$ cat config.mk
export PLATFORM = sky130hd
export DESIGN_NAME = ahb_burst_bridge
export DESIGN_NICKNAME = d
export VERILOG_FILES = /design/src/rtl/ahb_burst_bridge.sv
export SDC_FILE = /design/constraint.sdc
export NUM_CORES = 1
export LEC_CHECK = 0
export ABC_AREA = 1
export ABC_CLOCK_PERIOD_IN_PS = 2100
export BUFFER_PORTS_ARGS = -buffer_cell sky130_fd_sc_hd__buf_2
export CAP_MARGIN = 0
export CORE_ASPECT_RATIO = 2
export CORE_MARGIN = 5
export CORE_UTILIZATION = 44
export DETAILED_ROUTE_END_ITERATION = 10
export MAX_ROUTING_LAYER = met4
export PLACE_DENSITY = 0.74
export SYNTH_ARGS = -nofsm -noshare
export SYNTH_HDL_FRONTEND = slang
export SYNTH_SLANG_ARGS = --single-unit
$ cat constraint.sdc
create_clock -name clk -period 2.1 [get_ports clk]
set_clock_uncertainty 0.05 [all_clocks]
set_input_delay 0.105 -clock clk [delete_from_list [all_inputs] [get_ports clk]]
set_output_delay 0.105 -clock clk [all_outputs]
set_load 0.005 [all_outputs]
$ cat src/rtl/ahb_burst_bridge.sv
module ahb_burst_bridge #(
  parameter int AW = 16,
  parameter int DW = 32
) (
  input  logic          clk,
  input  logic          rst_n,
  input  logic          hsel,
  input  logic [1:0]    htrans,
  input  logic [2:0]    hburst,
  input  logic [2:0]    hsize,
  input  logic          hwrite,
  input  logic [AW-1:0] haddr,
  input  logic [DW-1:0] hwdata,
  output logic [DW-1:0] hrdata,
  output logic          hready,
  output logic          req_valid,
  input  logic          req_ready,
  output logic [AW-1:0] req_addr,
  output logic          req_write,
  output logic [2:0]    req_size,
  output logic [4:0]    req_len,
  output logic          req_open,
  output logic          dat_valid,
  input  logic          dat_ready,
  output logic [AW-1:0] dat_addr,
  output logic          dat_write,
  output logic [DW-1:0] dat_wdata,
  input  logic [DW-1:0] dat_rdata,
  output logic          dat_strb,
  output logic          dat_flush
);
  localparam logic [1:0] T_IDLE = 2'd0, T_BUSY = 2'd1, T_NSEQ = 2'd2, T_SEQ = 2'd3;

  typedef enum logic {ST_IDLE, ST_BURST} state_t;

  state_t        st;
  logic [4:0]    rem, len_r;
  logic          open_r, wrap_r, dph_v, dph_wr;
  logic [2:0]    size_r;
  logic [AW-1:0] cur_addr;

  logic [1:0]    tr;
  logic          abort, dummy, req_ok;
  logic [4:0]    new_len;
  logic [AW-1:0] step, sum, mask, nxt_addr;

  assign tr      = hsel ? htrans : T_IDLE;
  assign abort   = (st == ST_BURST) && (tr == T_IDLE || tr == T_NSEQ);
  assign dummy   = abort && !dph_v;
  assign req_ok  = !req_valid || req_ready;
  assign hready  = req_ok && !dummy && (!dph_v || dat_ready);

  assign dat_valid = req_ok && (dph_v || dummy);
  assign dat_strb  = dph_v;
  assign dat_flush = dat_valid && abort;
  assign dat_addr  = cur_addr;
  assign dat_write = dph_wr;
  assign dat_wdata = hwdata;
  assign hrdata    = dat_rdata;

  assign new_len  = (hburst == 3'd0) ? 5'd1 : (hburst == 3'd1) ? 5'd0 : 5'd2 << hburst[2:1];
  assign step     = AW'(1) << size_r;
  assign sum      = cur_addr + step;
  assign mask     = (AW'(len_r) << size_r) - AW'(1);
  assign nxt_addr = wrap_r ? ((cur_addr & ~mask) | (sum & mask)) : sum;

  always_ff @(posedge clk or negedge rst_n) begin
    if (!rst_n) begin
      st <= ST_IDLE; rem <= '0; len_r <= '0; open_r <= 1'b0; wrap_r <= 1'b0;
      size_r <= '0; cur_addr <= '0; dph_v <= 1'b0; dph_wr <= 1'b0;
    end else if (dummy && dat_valid && dat_ready) begin
      st <= ST_IDLE;
    end else if (hready) begin
      dph_v <= (tr == T_NSEQ) || (tr == T_SEQ && st == ST_BURST);
      if (tr == T_NSEQ) begin
        cur_addr <= haddr;
        size_r   <= hsize;
        len_r    <= new_len;
        open_r   <= (hburst == 3'd1);
        wrap_r   <= (hburst != 3'd0) && !hburst[0];
        rem      <= new_len - 5'd1;
        dph_wr   <= hwrite;
        st       <= (hburst == 3'd0) ? ST_IDLE : ST_BURST;
      end else begin
        case (st)
          ST_IDLE: st <= ST_IDLE;
          ST_BURST: begin
            case (tr)
              T_SEQ: begin
                cur_addr <= nxt_addr;
                if (!open_r) begin
                  rem <= rem - 5'd1;
                  if (rem == 5'd1) st <= ST_IDLE;
                end
              end
              T_BUSY:  st <= ST_BURST;
              default: st <= ST_IDLE;
            endcase
          end
          default: st <= ST_IDLE;
        endcase
      end
    end
  end

  always_ff @(posedge clk or negedge rst_n) begin
    if (!rst_n) begin
      req_valid <= 1'b0; req_addr <= '0; req_write <= 1'b0;
      req_size <= '0; req_len <= '0; req_open <= 1'b0;
    end else begin
      if (req_ready) req_valid <= 1'b0;
      if (hready && tr == T_NSEQ) begin
        req_valid <= 1'b1;
        req_addr  <= haddr;
        req_write <= hwrite;
        req_size  <= hsize;
        req_len   <= new_len;
        req_open  <= (hburst == 3'd1);
      end
    end
  end

  AST_REQ_HOLD: assert property (@(posedge clk) disable iff (!rst_n)
    req_valid && !req_ready |=> req_valid && $stable(req_addr) && $stable(req_len));
  AST_DAT_HOLD: assert property (@(posedge clk) disable iff (!rst_n)
    dat_valid && !dat_ready |=> dat_valid && $stable(dat_addr) && $stable(dat_flush));
  AST_DUMMY_STALL: assert property (@(posedge clk) disable iff (!rst_n)
    dat_valid && !dat_strb |-> !hready && dat_flush);
  AST_REM_NONZERO: assert property (@(posedge clk) disable iff (!rst_n)
    st == ST_BURST && !open_r |-> rem != 5'd0);
endmodule

==> impl_metrics.ini <==
[cts]
clockRootBuffer = clkbuf_16
cts_tree = built
h-tree-depth = 3
clockBufferDepth = 2
clkTransAtPathRegs_ns = 0.06
cts.sinks = 61
clk_latency_ns = 0.34
cts_made_buffers = 9

[timing]
setup-tns-final_ns = -1.47
period_share = 1.09
fmax_ghz = 0.436
rsz0062_at_grt = yes
final_hold_viol_count = 0
finalMaxSlewViolations = 0
tightest_slew_ns = 0.397
whs_ns = 0.00247
setup_ws_ns = -0.192
max-slew-margin-rel = 0.735
fin_crit_ns = 2.29
setup_viol = 12

[grt]
grtUsageMet3 = 0.0371
grt_max_degree = 30
use_met2 = 0.427
gr-total-overflow = 0
grt_usage = 0.253
gr-max-usage-layer = met2
antenna_found_initial = 0
grt_pass1_wl_mm = 23.9
grt_pass1_vias = 4916
grt_util_met1 = 0.247

[synthesis]
netlist_instances = 654
synth-seq-cells = 61
ys_types = 40
synth_adder_area_share = 0.0476
synth.avg_cell_area_sq_um = 7.08
synth_largest_area_cell = dfrtp_1
yosysSeqAreaShare = 0.330
synth_top_family_by_area = simple AND/OR/NAND/NOR gates
syn-num-nets = 765
synth_top_area_share = 0.330
synth_edf_count = 0
synth-async-reset-ratio = 1.00
synth_compound_area_frac = 0.0903
syn_area_sq_um = 4630
yosys.area_share.xor_xnor = 0.0284
yosysWarnings = 0
yosysMostFrequentCell = nand2_1
synth_area_leaders = dfrtp_1, nand2_1, buf_4
yosys_most_used_dff = dfrtp_1
synth_simple_gate_area_frac = 0.323
synthMuxAreaShare = 0.00216
synthTopCellsByCount = nand2_1, buf_4, dfrtp_1

[floorplan]
dieArea_sq_um = 12800
dieHeight_microns = 155
initial_core_util = 0.445
core_region_area_sq_um = 10400
ios = 206
die_x_microns = 82.5
core.rowCount = 53

[drt]
wl_per_cell_microns = 17.3
drt_iter0_drc = 298
drc = 0
route.vias.total = 4655
wirelength_mm = 15.2
drtPass1Iterations = 5
vias_per_cell = 5.28
ant_nets = 0

[power]
switching_power_mw = 3.59
intPower_mw = 4.51
p_comb_frac = 0.565
sw_frac_of_total = 0.443
power_frac_clock = 0.185
max-vdd-ir-drop_mv = 0.843
powerDensity_nw_per_um2 = 1360
p_leak_nw = 3.17
power_mw = 8.10
pwr-share-seq = 0.250

[finish]
layoutNonFillerInstCount = 882
fin_util = 0.570
drive_above_1_share = 0.338
seq_area_sq_um = 1530
nFillCells = 912
synthToLayoutAreaGrowth_pct = 28.2
multi_input_area_sq_um = 2610
layout.nets = 851
antennaDiodeCount = 0

[outcome]
violations = negative setup slack
outcome = finished with violations

[place]
numPortBuffers = 77
routabilityCongestion = 0.938
placed_cells = 829
dpl.hpwl_mm = 10.9

[worst_setup_path]
required_ns = 2.27
worstSetupPathType = flip-flop to flip-flop
end_kind = flip-flop
crit_path_start_kind = flip-flop
path_max_fanout = 6
critPathArrivalTime_ns = 2.46

[hold_path]
hold_class = input port to flip-flop

[job]
maxCapViolations = 0
[power by group through the flow]
| stage | logic, mW | clock network (mW) | registers, mW |
|---|---|---|---|
| 2_1_floorplan | 2.39 | 0 | 1.92 |
| 3_3_place_gp | 3.59 | 0 | 1.99 |
| 3_5_place_dp | 3.67 | 0 | 2.00 |
| 4_1_cts | 4.24 | 1.52 | 2.01 |
| 5_1_grt | 4.97 | 1.57 | 2.08 |
| 6_report | 4.57 | 1.50 | 2.03 |
[per-layer routing]
layer | wire [microns] | up-vias | part of all wire
met1 | 5050 | 2180 | 0.33
met2 | 8050 | 186 | 0.53
met5 | 0 | - | 0
li1 | - | 2168 | -
met4 | 1310 | 0 | 0.086
met3 | 831 | 121 | 0.055
[metrics by stage]
step | instance area (sq um) | setup WS [ns]
floorplan | 4640 | 0.000928
global placement | 4950 | -0.236
detailed placement | 4950 | -0.268
CTS | 5780 | -0.111
global route | 5940 | -0.311
finish | 5940 | -0.192
[cell families after synthesis]
group | Yosys count
buffers and inverters | 146
AND/OR/NAND/NOR | 340
adder cells (fa/ha/maj) | 17
flip-flops | 61
multiplexers | 1
XOR/XNOR | 15
AO/OA/AOI/OAI | 74
[cell usage in the layout (no fill, tap or decap), types with 15 or more instances in the layout]
cell | netlist | final
nand2_2 | 10 | 20
o21ai_0 | 41 | 34
dfrtp_1 | 61 | 59
nand3_2 | 10 | 15
buf_2 | 6 | 77
buf_4 | 65 | 57
nor2_1 | 37 | 30
dlygate4sd3_1 | 0 | 16
nand3_1 | 40 | 33
inv_1 | 57 | 55
nand2_1 | 224 | 209
[worst paths after layout]
path	from	to	slack, ns	depth (start not counted)
worst min-delay path	req_ready	req_valid	0.002	4
worst max-delay path	size_r[0]	flip-flop	-0.19	12
max in group asynchronous	rst_n	async pin	1.15	3
min in group asynchronous	rst_n	async pin	0.17	2
worst max register to register	size_r[0]	flip-flop	-0.19	12
worst min register to register	req_addr[15]	req_addr[15]	0.42	2
[critical path, cell delays in order (launching register included)]
cell and delay, ns:
dfrtp_2 0.45, inv_4 0.07, buf_4 0.14, nor3_4 0.24, ha_4 0.27, a21oi_4 0.17, nand2_4 0.08, buf_6 0.12
buf_4 0.13, xnor2_1 0.22, o21ai_0 0.11, inv_1 0.05, o21ai_0 0.07
[cell type report]
class	instances	share of cell area
clock inverters	7	0.0124
clock buffers	9	0.0379
well taps	137	0.0289
multi-input cells	447	0.439
repair buffers	158	0.184
inverters	63	0.0407
flip-flops and latches	61	0.258
[repair_timing]
action                                 in CTS  in global routing
gates resized for setup                    59                 23
endpoints found under the hold margin      28                  0
pin swaps                                  38                 17
hold buffers                               16                  0
cloned                                      0                  0
setup endpoints to repair                  13                 14
buffers inserted                           15                  6
Power figures use the tool's default switching activity.
